**config.mk**
```make
export PLATFORM = sky130hd
export DESIGN_NAME = oc_master_unit
export DESIGN_NICKNAME = d
export VERILOG_FILES = /design/src/rtl/oc_pkg.sv /design/src/rtl/oc_counter.sv /design/src/rtl/oc_match.sv /design/src/rtl/oc_pin_ctrl.sv /design/src/rtl/oc_master_unit.sv
export SDC_FILE = /design/constraint.sdc
export NUM_CORES = 1
export LEC_CHECK = 0
export BUFFER_PORTS_ARGS = -buffer_cell sky130_fd_sc_hd__buf_2
export CORE_MARGIN = 2
export CORE_UTILIZATION = 50
export CTS_BUF_LIST = sky130_fd_sc_hd__clkbuf_2
export DETAILED_ROUTE_END_ITERATION = 12
export PLACE_DENSITY_LB_ADDON = 0.1
export SKIP_LAST_GASP = 1
export SYNTH_ARGS = -nofsm -noshare
export SYNTH_HDL_FRONTEND = slang
export SYNTH_SLANG_ARGS = --single-unit
```
**constraint.sdc**
```tcl
create_clock -name clk -period 2.8 [get_ports clk]
set_clock_uncertainty 0.15 [all_clocks]
set_input_delay 0.7 -clock clk [delete_from_list [all_inputs] [get_ports clk]]
set_output_delay 0.7 -clock clk [all_outputs]
set_load 0.005 [all_outputs]
```
**src/rtl/oc_pkg.sv**
```systemverilog
package oc_pkg;

    typedef enum logic [1:0] {
        ACT_OFF = 2'b00,
        ACT_TOG = 2'b01,
        ACT_CLR = 2'b10,
        ACT_SET = 2'b11
    } oc_act_e;

    typedef struct packed {
        logic    en;
        logic    msk;
        logic    dat;
        logic    tov;
        oc_act_e act;
    } pin_cfg_t;

    function automatic logic act_apply(oc_act_e a, logic cur);
        case (a)
            ACT_TOG: return ~cur;
            ACT_CLR: return 1'b0;
            ACT_SET: return 1'b1;
            default: return cur;
        endcase
    endfunction

endpackage

```
**src/rtl/oc_counter.sv**
```systemverilog
module oc_counter #(
    parameter int CW = 16
) (
    input  logic          clk,
    input  logic          rst,
    input  logic          tick_en,
    output logic [CW-1:0] cnt,
    output logic          chg,
    output logic          ovf
);
    always_ff @(posedge clk) begin
        if (rst) begin
            cnt <= '0;
            chg <= 1'b0;
            ovf <= 1'b0;
        end else begin
            chg <= tick_en;
            ovf <= tick_en && (cnt == '1);
            if (tick_en) cnt <= cnt + 1'b1;
        end
    end
endmodule

```
**src/rtl/oc_match.sv**
```systemverilog
module oc_match #(
    parameter int NCH = 8,
    parameter int CW  = 16
) (
    input  logic [CW-1:0]           cnt,
    input  logic                    chg,
    input  logic [NCH-1:0][CW-1:0]  cmp,
    output logic [NCH-1:0]          hit
);
    for (genvar g = 0; g < NCH; g++) begin : g_ch
        assign hit[g] = chg && (cnt == cmp[g]);
    end
endmodule

```
**src/rtl/oc_pin_ctrl.sv**
```systemverilog
module oc_pin_ctrl
    import oc_pkg::*;
#(
    parameter int NCH = 8
) (
    input  logic                 clk,
    input  logic                 rst,
    input  logic [NCH-1:0]       hit,
    input  logic                 ovf,
    input  pin_cfg_t [NCH-1:0]   cfg,
    output logic                 ev7,
    output logic [NCH-1:0]       pins
);
    localparam int TOP = NCH - 1;

    logic [NCH-1:0] nxt;

    assign ev7 = hit[TOP] | (ovf & cfg[TOP].tov);

    for (genvar g = 0; g < NCH; g++) begin : g_pin
        localparam bit IS_TOP = (g == TOP);
        logic nb;
        always_comb begin
            nb = pins[g];
            if (cfg[g].en) begin
                if (ev7 && cfg[g].msk)
                    nb = cfg[g].dat;
                else if (hit[g])
                    nb = act_apply(cfg[g].act, pins[g]);
                else if (!IS_TOP && ovf && cfg[g].tov)
                    nb = ~pins[g];
            end
        end
        assign nxt[g] = nb;
    end

    always_ff @(posedge clk) begin
        if (rst) pins <= '0;
        else     pins <= nxt;
    end
endmodule

```
**src/rtl/oc_master_unit.sv**
```systemverilog
module oc_master_unit
    import oc_pkg::*;
#(
    parameter int NCH = 8,
    parameter int CW  = 16,
    localparam int AW = $clog2(NCH + 6)
) (
    input  logic          clk,
    input  logic          rst,
    input  logic          tick_en,
    input  logic          wr_en,
    input  logic [AW-1:0] wr_addr,
    input  logic [CW-1:0] wr_data,
    output logic [NCH-1:0] pins
);
    localparam logic [AW-1:0] A_MASK = AW'(NCH);
    localparam logic [AW-1:0] A_DATA = AW'(NCH + 1);
    localparam logic [AW-1:0] A_TOV  = AW'(NCH + 2);
    localparam logic [AW-1:0] A_IOS  = AW'(NCH + 3);
    localparam logic [AW-1:0] A_OCPD = AW'(NCH + 4);
    localparam logic [AW-1:0] A_ACT  = AW'(NCH + 5);

    logic [NCH-1:0][CW-1:0] cmp_q;
    logic [NCH-1:0]         mask_q, data_q, tov_q, ios_q, ocpd_q, pin_en;
    logic [2*NCH-1:0]       act_q;
    logic [CW-1:0]          cnt;
    logic                   chg, ovf, ev7;
    logic [NCH-1:0]         hit;
    pin_cfg_t [NCH-1:0]     cfg;

    for (genvar g = 0; g < NCH; g++) begin : g_cmp
        always_ff @(posedge clk) begin
            if (rst)                                cmp_q[g] <= '0;
            else if (wr_en && wr_addr == AW'(g))    cmp_q[g] <= wr_data;
        end
    end

    always_ff @(posedge clk) begin
        if (rst) begin
            mask_q <= '0;
            data_q <= '0;
            tov_q  <= '0;
            ios_q  <= '0;
            ocpd_q <= '0;
            act_q  <= '0;
        end else if (wr_en) begin
            case (wr_addr)
                A_MASK:  mask_q <= wr_data[NCH-1:0];
                A_DATA:  data_q <= wr_data[NCH-1:0];
                A_TOV:   tov_q  <= wr_data[NCH-1:0];
                A_IOS:   ios_q  <= wr_data[NCH-1:0];
                A_OCPD:  ocpd_q <= wr_data[NCH-1:0];
                A_ACT:   act_q  <= wr_data[2*NCH-1:0];
                default: ;
            endcase
        end
    end

    assign pin_en = ios_q & ~ocpd_q;

    for (genvar g = 0; g < NCH; g++) begin : g_cfg
        assign cfg[g] = '{en:  pin_en[g],
                          msk: mask_q[g],
                          dat: data_q[g],
                          tov: tov_q[g],
                          act: oc_act_e'(act_q[2*g +: 2])};
    end

    oc_counter #(.CW(CW)) u_cnt (
        .clk(clk), .rst(rst), .tick_en(tick_en),
        .cnt(cnt), .chg(chg), .ovf(ovf)
    );

    oc_match #(.NCH(NCH), .CW(CW)) u_match (
        .cnt(cnt), .chg(chg), .cmp(cmp_q), .hit(hit)
    );

    oc_pin_ctrl #(.NCH(NCH)) u_pin (
        .clk(clk), .rst(rst), .hit(hit), .ovf(ovf),
        .cfg(cfg), .ev7(ev7), .pins(pins)
    );
endmodule

```
======== Word level (Yosys, flattened, before mapping) ========
Index checks and enable logic that the tools add are counted.
operators by class
  add/subtract/negate cells ............... 1
  equality and inequality tests ........... 53
  mux-type cells .......................... 31
  bitwise gates (word level) .............. 12
  reductions and logical operators ........ 56
operators by type and width
  kind                     number
  $eq A16 B16 Y1           8
  $ne A5 B1 Y1 const B     7
  $eq A2 B2 Y1 const B     16
  $logic_and A1 B1 Y1      32
  $eq A4 B4 Y1 const B     6
  $pmux W1 S3              8
  $reduce_and A3 Y1        8
  $mux W1                  23
  $reduce_bool A3 Y1       7
  $add A16 B1 Y16 const B  1
  $eq A16 B16 Y1 const B   1
  $eq A2 B1 Y1 const B     8
  $eq A4 B3 Y1 const B     4
  $reduce_and A2 Y1        6
  $and A8 B8 Y8            1
  $eq A4 B2 Y1 const B     2
  $not A1 Y1               8
  $not A8 Y8               1
  $eq A4 B1 Y1 const B     1
  $logic_not A4 Y1         1
  $reduce_bool A4 Y1       1
  $reduce_bool A2 Y1       1
  $and A1 B1 Y1            1
  $or A1 B1 Y1             1
storage, ports and cells
  bits in registers ....................... 210
  input bits .............................. 24
  output and inout port bits .............. 8

======== Depth between registers and ports, before layout ========
  depth in word-level cells ............... 6
  mapped depth ............................ 8
  depth with buffers taken out ............ 7

======== Modules after synthesis ========
Synthesis repeated with hierarchy kept, for this count alone.
unflattened totals
  cells, all modules ...................... 1,034
  area, all modules ....................... 10,511.3 µm²
modules (own cells, without submodules)
  module          instances  cells each  area an instance (µm²)
  oc_master_unit  1          649         7,253.2
  oc_match        1          193         1,614.0
  oc_pin_ctrl     1          108         865.8
  oc_counter      1          84          778.2

======== Worst setup path after synthesis ========
No wires, ideal clock.
  kind .................................... input-to-reg
  start point ............................. in wr_addr[3]
  end point ............................... reg cmp_q[6] (netlist bit)
  setup time .............................. 0.070 ns
  data arrival time ....................... 2.044 ns
  slack ................................... 0.536 ns
  stages on the path ...................... 5
  cell sequence ........................... or3b_2 nor3_1 buf_2 nand2_1 a21oi_1
on the way
  cells in the longest elaborated chain, start to end .. 2
ends and longest elaborated chain
  element                        RTL line              RTL
  start, declared                oc_master_unit.sv:12  input logic [AW-1:0] wr_addr,
  $logic_not A4 Y1               oc_master_unit.sv:34  else if (wr_en && wr_addr == AW'(g)) cmp_q[g] <= wr_data;
  $logic_and A1 B1 Y1            oc_master_unit.sv:34
  end signal, assigned by index  oc_master_unit.sv:34
  end, declared                  oc_master_unit.sv:23  logic [NCH-1:0][CW-1:0] cmp_q;
Every way passes these cells.
A chain may end at the register's enable or synchronous reset.

======== Worst setup path in the final report ========
  start point ............................. reg u_cnt.cnt[0]
  end point ............................... reg u_pin.pins[1]
on the way
  cells in the longest elaborated chain, start to end .. 6
  elaborated cells between the ends (all ways) .. 11
  those cells by class .................... eq/ne: 3; mux: 2; bitwise: 1; reduce/logical: 5
ends and longest elaborated chain
  element                                                       RTL line           RTL
  start, declared                                               oc_counter.sv:7    output logic [CW-1:0] cnt,
  start signal, assigned                                        oc_counter.sv:19   if (tick_en) cnt <= cnt + 1'b1;
  $eq A16 B16 Y1                                                oc_match.sv:11     assign hit[g] = chg && (cnt == cmp[g]);
  $logic_and A1 B1 Y1                                           oc_match.sv:11
  $or A1 B1 Y1                                                  oc_pin_ctrl.sv:18  assign ev7 = hit[TOP] | (ovf & cfg[TOP].tov);
  $logic_and A1 B1 Y1                                           oc_pin_ctrl.sv:26  if (ev7 && cfg[g].msk)
  $ne A5 B1 Y1 (no line) or $reduce_bool A3 Y1 (tied branches)  --
  $reduce_and A3 Y1 (no line)                                   --
  end signal, assigned                                          oc_pin_ctrl.sv:39  else pins <= nxt;
  end, declared                                                 oc_pin_ctrl.sv:12  output logic [NCH-1:0] pins
Parallel ways exist; a longest one is shown, timed or not.

==> metrics <==
Post-Route WL=between 20 and 30 mm; Leak=between 4 and 5 nW; FF-to-FF path depth=7; drt via density=approximately 5.4; area leader, netlist=dfxtp_1; Unique masters post-synth=45; buffer depth of the longest clock path=3; CP max FO=7; Syn Area/Cell=approximately 8.2 um2; reg2reg start=u_cnt.cnt[0]$_SDFFE_PP0P_; Final HPWL DP=19.4 mm; Slew Viols, Final=0; initial antenna violation count=3; period utilization=about nine tenths; setup violators final=0; Seq pwr share=between 50% and 60%; Nets=approximately 1300; Async SR Flop Fraction=0%; Ys Warns=0; minimum clock period=approximately 2.5 ns; fin util=a little under three fifths; largest vdd supply drop=0.329 mV; Final ANT Viol Nets=0; CP required=about 3.4 ns; Slew @ Worst Pin=roughly 0.70 ns; CORE AREA=a little under 20000 um2; starting density of the core=between 50% and 60%; r2r endpoint=u_pin.pins[1]$_SDFFE_PP0P_; Critical Path Start=u_cnt.cnt[0]$_SDFFE_PP0P_; Slew HR=53.4%; #FFs+latches synth=210; number of global-route vias before repair=around 7600; I/O Buffers=31; CTS H-tree depth=2; final hold violations=0; overall routing resource usage=between 20% and 30%; PD cells=slightly above 500 nW/um2; Die Y=between 100 and 150 um; combinational share of power=approximately 8%; share of Yosys cell area claimed by the top area cell type=43.1%; RSZ-0062 raised after global routing=false; routed vias=8429; CTS sink count=210; fraction of layout cells with a size suffix above 1=14.0%; global placement routability congestion=slightly below 0.9; CTS Buf Count=55; Synth area leaders=dfxtp_1 (43%), nand2_1 (12%), xor2_1 (10%), a21oi_1 (7.6%), mux2i_1 (4.3%); hold path depth=2; status=completed; fmax=between 0.3 and 0.4 GHz; Setup TNS=0 ns; Worst setup EP type=register; die span in x=approximately 140 um; Internal=3.93 mW; Post-Synthesis Cells=~1200; DR iter-0 viols=about 600; switching share of power=between 20% and 30%; reg2reg setup slack=0.27 ns; CTS Root Buffer Type=clkbuf_2; HP Class=in2reg; Clock power frac=a little under two fifths; die area=20600 um2; grt ovf=0; Worst-Skew Late Latency=a little over 0.8 ns; CTS tree=built; Post-Syn Nets=roughly 1200; first-pass GRT wire length=approximately 44 mm; Hold-fix buffers, CTS=0; Post-synth EDFFs=0; Syn-to-layout area delta=9.87%; crit path kind=reg2reg; # IOs=32; NetSw=1.64 mW; clk slew on worst S/H paths=roughly 0.11 ns; CP endpoint=u_pin.pins[1]$_SDFFE_PP0P_; Worst Setup Start Kind=register; DRC=0; largest net degree at the start of global routing=66; ys flop type=dfxtp_1; Rows=51; synthesized area=just under 10000 um2; Critical Path AT=3.10 ns; 1st-pass router iterations=5; Avg WL per Cell=19.0 um; max_cap viols=0; sequential share of the synthesized area=43.1%
## registers in the layout, indices dropped and copies added (netlist names)
| register | count |
|---|---|
| tov_q | 8 |
| u_cnt.ovf | 1 |
| act_q | 16 |
| ocpd_q | 8 |
| cmp_q | 128 |
| u_cnt.chg | 1 |
| ios_q | 8 |
| mask_q | 8 |
| data_q | 8 |
| u_pin.pins | 8 |
| u_cnt.cnt | 16 |
## worst max-delay path, cell delays in order, from the launching register on
cell	delay, ns
dfxtp_1	0.47
buf_4	0.27
xor2_1	0.09
nor4_1	0.34
nand3_1	0.28
o2111a_1	0.33
a2111oi_0	0.40
a311oi_1	0.10
## cell type report
class / instances / area (um2)
Timing Repair Buffer: 83 / 602
Sequential cell: 210 / 4200
Antenna cell: 3 / 7.51
Clock buffer: 80 / 400
Clock inverter: 16 / 63.8
Tap cell: 265 / 332
Fill cell: 1934 / 8560
Multi-Input combinational cell: 884 / 5060
Inverter: 9 / 33.8
## through the flow
step / total power, mW / cells / setup WS (ns) / area (um2) / hold slack (ns)
final: 5.56 / 1550 / 0.266 / 10700 / 0.0957
after global routing: 5.81 / 1548 / 0.0177 / 10700 / 0.0544
after CTS: 5.60 / 1547 / 0.228 / 10700 / 0.0299
after detailed placement: 3.57 / 1451 / 0.234 / 10200 / 0.308
after global placement: 3.57 / 1451 / 0.246 / 10200 / 0.303
after floorplan: 3.39 / 1188 / 0.536 / 9740 / 0.296
## worst min-delay path by stage
stage	slack, ns	end	start
final	0.1	u_cnt.chg$_SDFF_PP0_	tick_en
after global routing	0.05	cmp_q[29]$_SDFFE_PP0P_	wr_data[13]
after CTS	0.03	u_cnt.chg$_SDFF_PP0_	tick_en
after detailed placement	0.31	cmp_q[86]$_SDFFE_PP0P_	cmp_q[86]$_SDFFE_PP0P_
after global placement	0.30	cmp_q[4]$_SDFFE_PP0P_	cmp_q[4]$_SDFFE_PP0P_
after floorplan	0.30	act_q[11]$_SDFFE_PP0P_	act_q[11]$_SDFFE_PP0P_
## layout by cell type (no fill, tap or decap), drive strengths merged, types with 2 or more instances in the layout
cell type | netlist | final
a311oi | 8 | 8
mux2i | 42 | 42
clkinv | 0 | 13
buf | 21 | 83
nor2b | 10 | 10
xnor2 | 28 | 28
nor4 | 30 | 30
o2111a | 6 | 6
o31a | 6 | 6
nand3 | 32 | 32
o21ai | 9 | 9
xor2 | 113 | 113
nand2b | 2 | 2
nand4 | 8 | 8
clkbuf | 63 | 80
and3 | 2 | 2
or2 | 3 | 3
nand2 | 301 | 301
diode | 0 | 3
and4 | 2 | 2
and2 | 10 | 10
a2111oi | 7 | 7
a21oi | 147 | 147
or3 | 4 | 4
ha | 6 | 6
nor2 | 69 | 69
inv | 9 | 12
nor3 | 16 | 16
a211o | 13 | 13
dfxtp | 210 | 210
## synthesized netlist by cell type (8+ instances only)
master,count
a211o_1,12
nand4_1,8
dfxtp_1,210
buf_4,8
o21ai_0,9
clkbuf_1,61
xnor2_1,28
xor2_1,113
mux2i_1,42
buf_6,11
a21oi_1,147
inv_1,9
nand3_1,32
nor3_1,16
and2_1,10
nor2b_1,10
nor4_1,29
a311oi_1,8
nand2_1,301
nor2_1,69
## power groups by stage
stage	logic [mW]	registers, mW	clock network, mW
detailed placement	0.448	3.12	0
global placement	0.445	3.12	0
floorplan	0.279	3.11	0
global route	0.489	3.06	2.26
finish	0.457	3.05	2.05
CTS	0.450	3.05	2.10
## metal layers
layer  GRT usage [%]  share of wire (%)
met1            40.0                 46
met2            44.3                 44
met3            5.56                7.6
met4            9.34                2.4
met5               0                  0
## logic make-up after synthesis
family	synth area share, %
flip-flops	43.1
buffers and inverters	5.06
adder cells (fa/ha/maj)	0.770
XOR/XNOR	12.7
AND/OR/NAND/NOR	21.7
AO/OA/AOI/OAI	12.3
multiplexers	4.31
## timing repair
item / CTS / global route
buffers inserted: 0 / 0
endpoints found under the setup margin: 0 / 1
gates resized for setup: 0 / 1
endpoints found under the hold margin: 0 / 0
(Power assumes the default switching activity.)
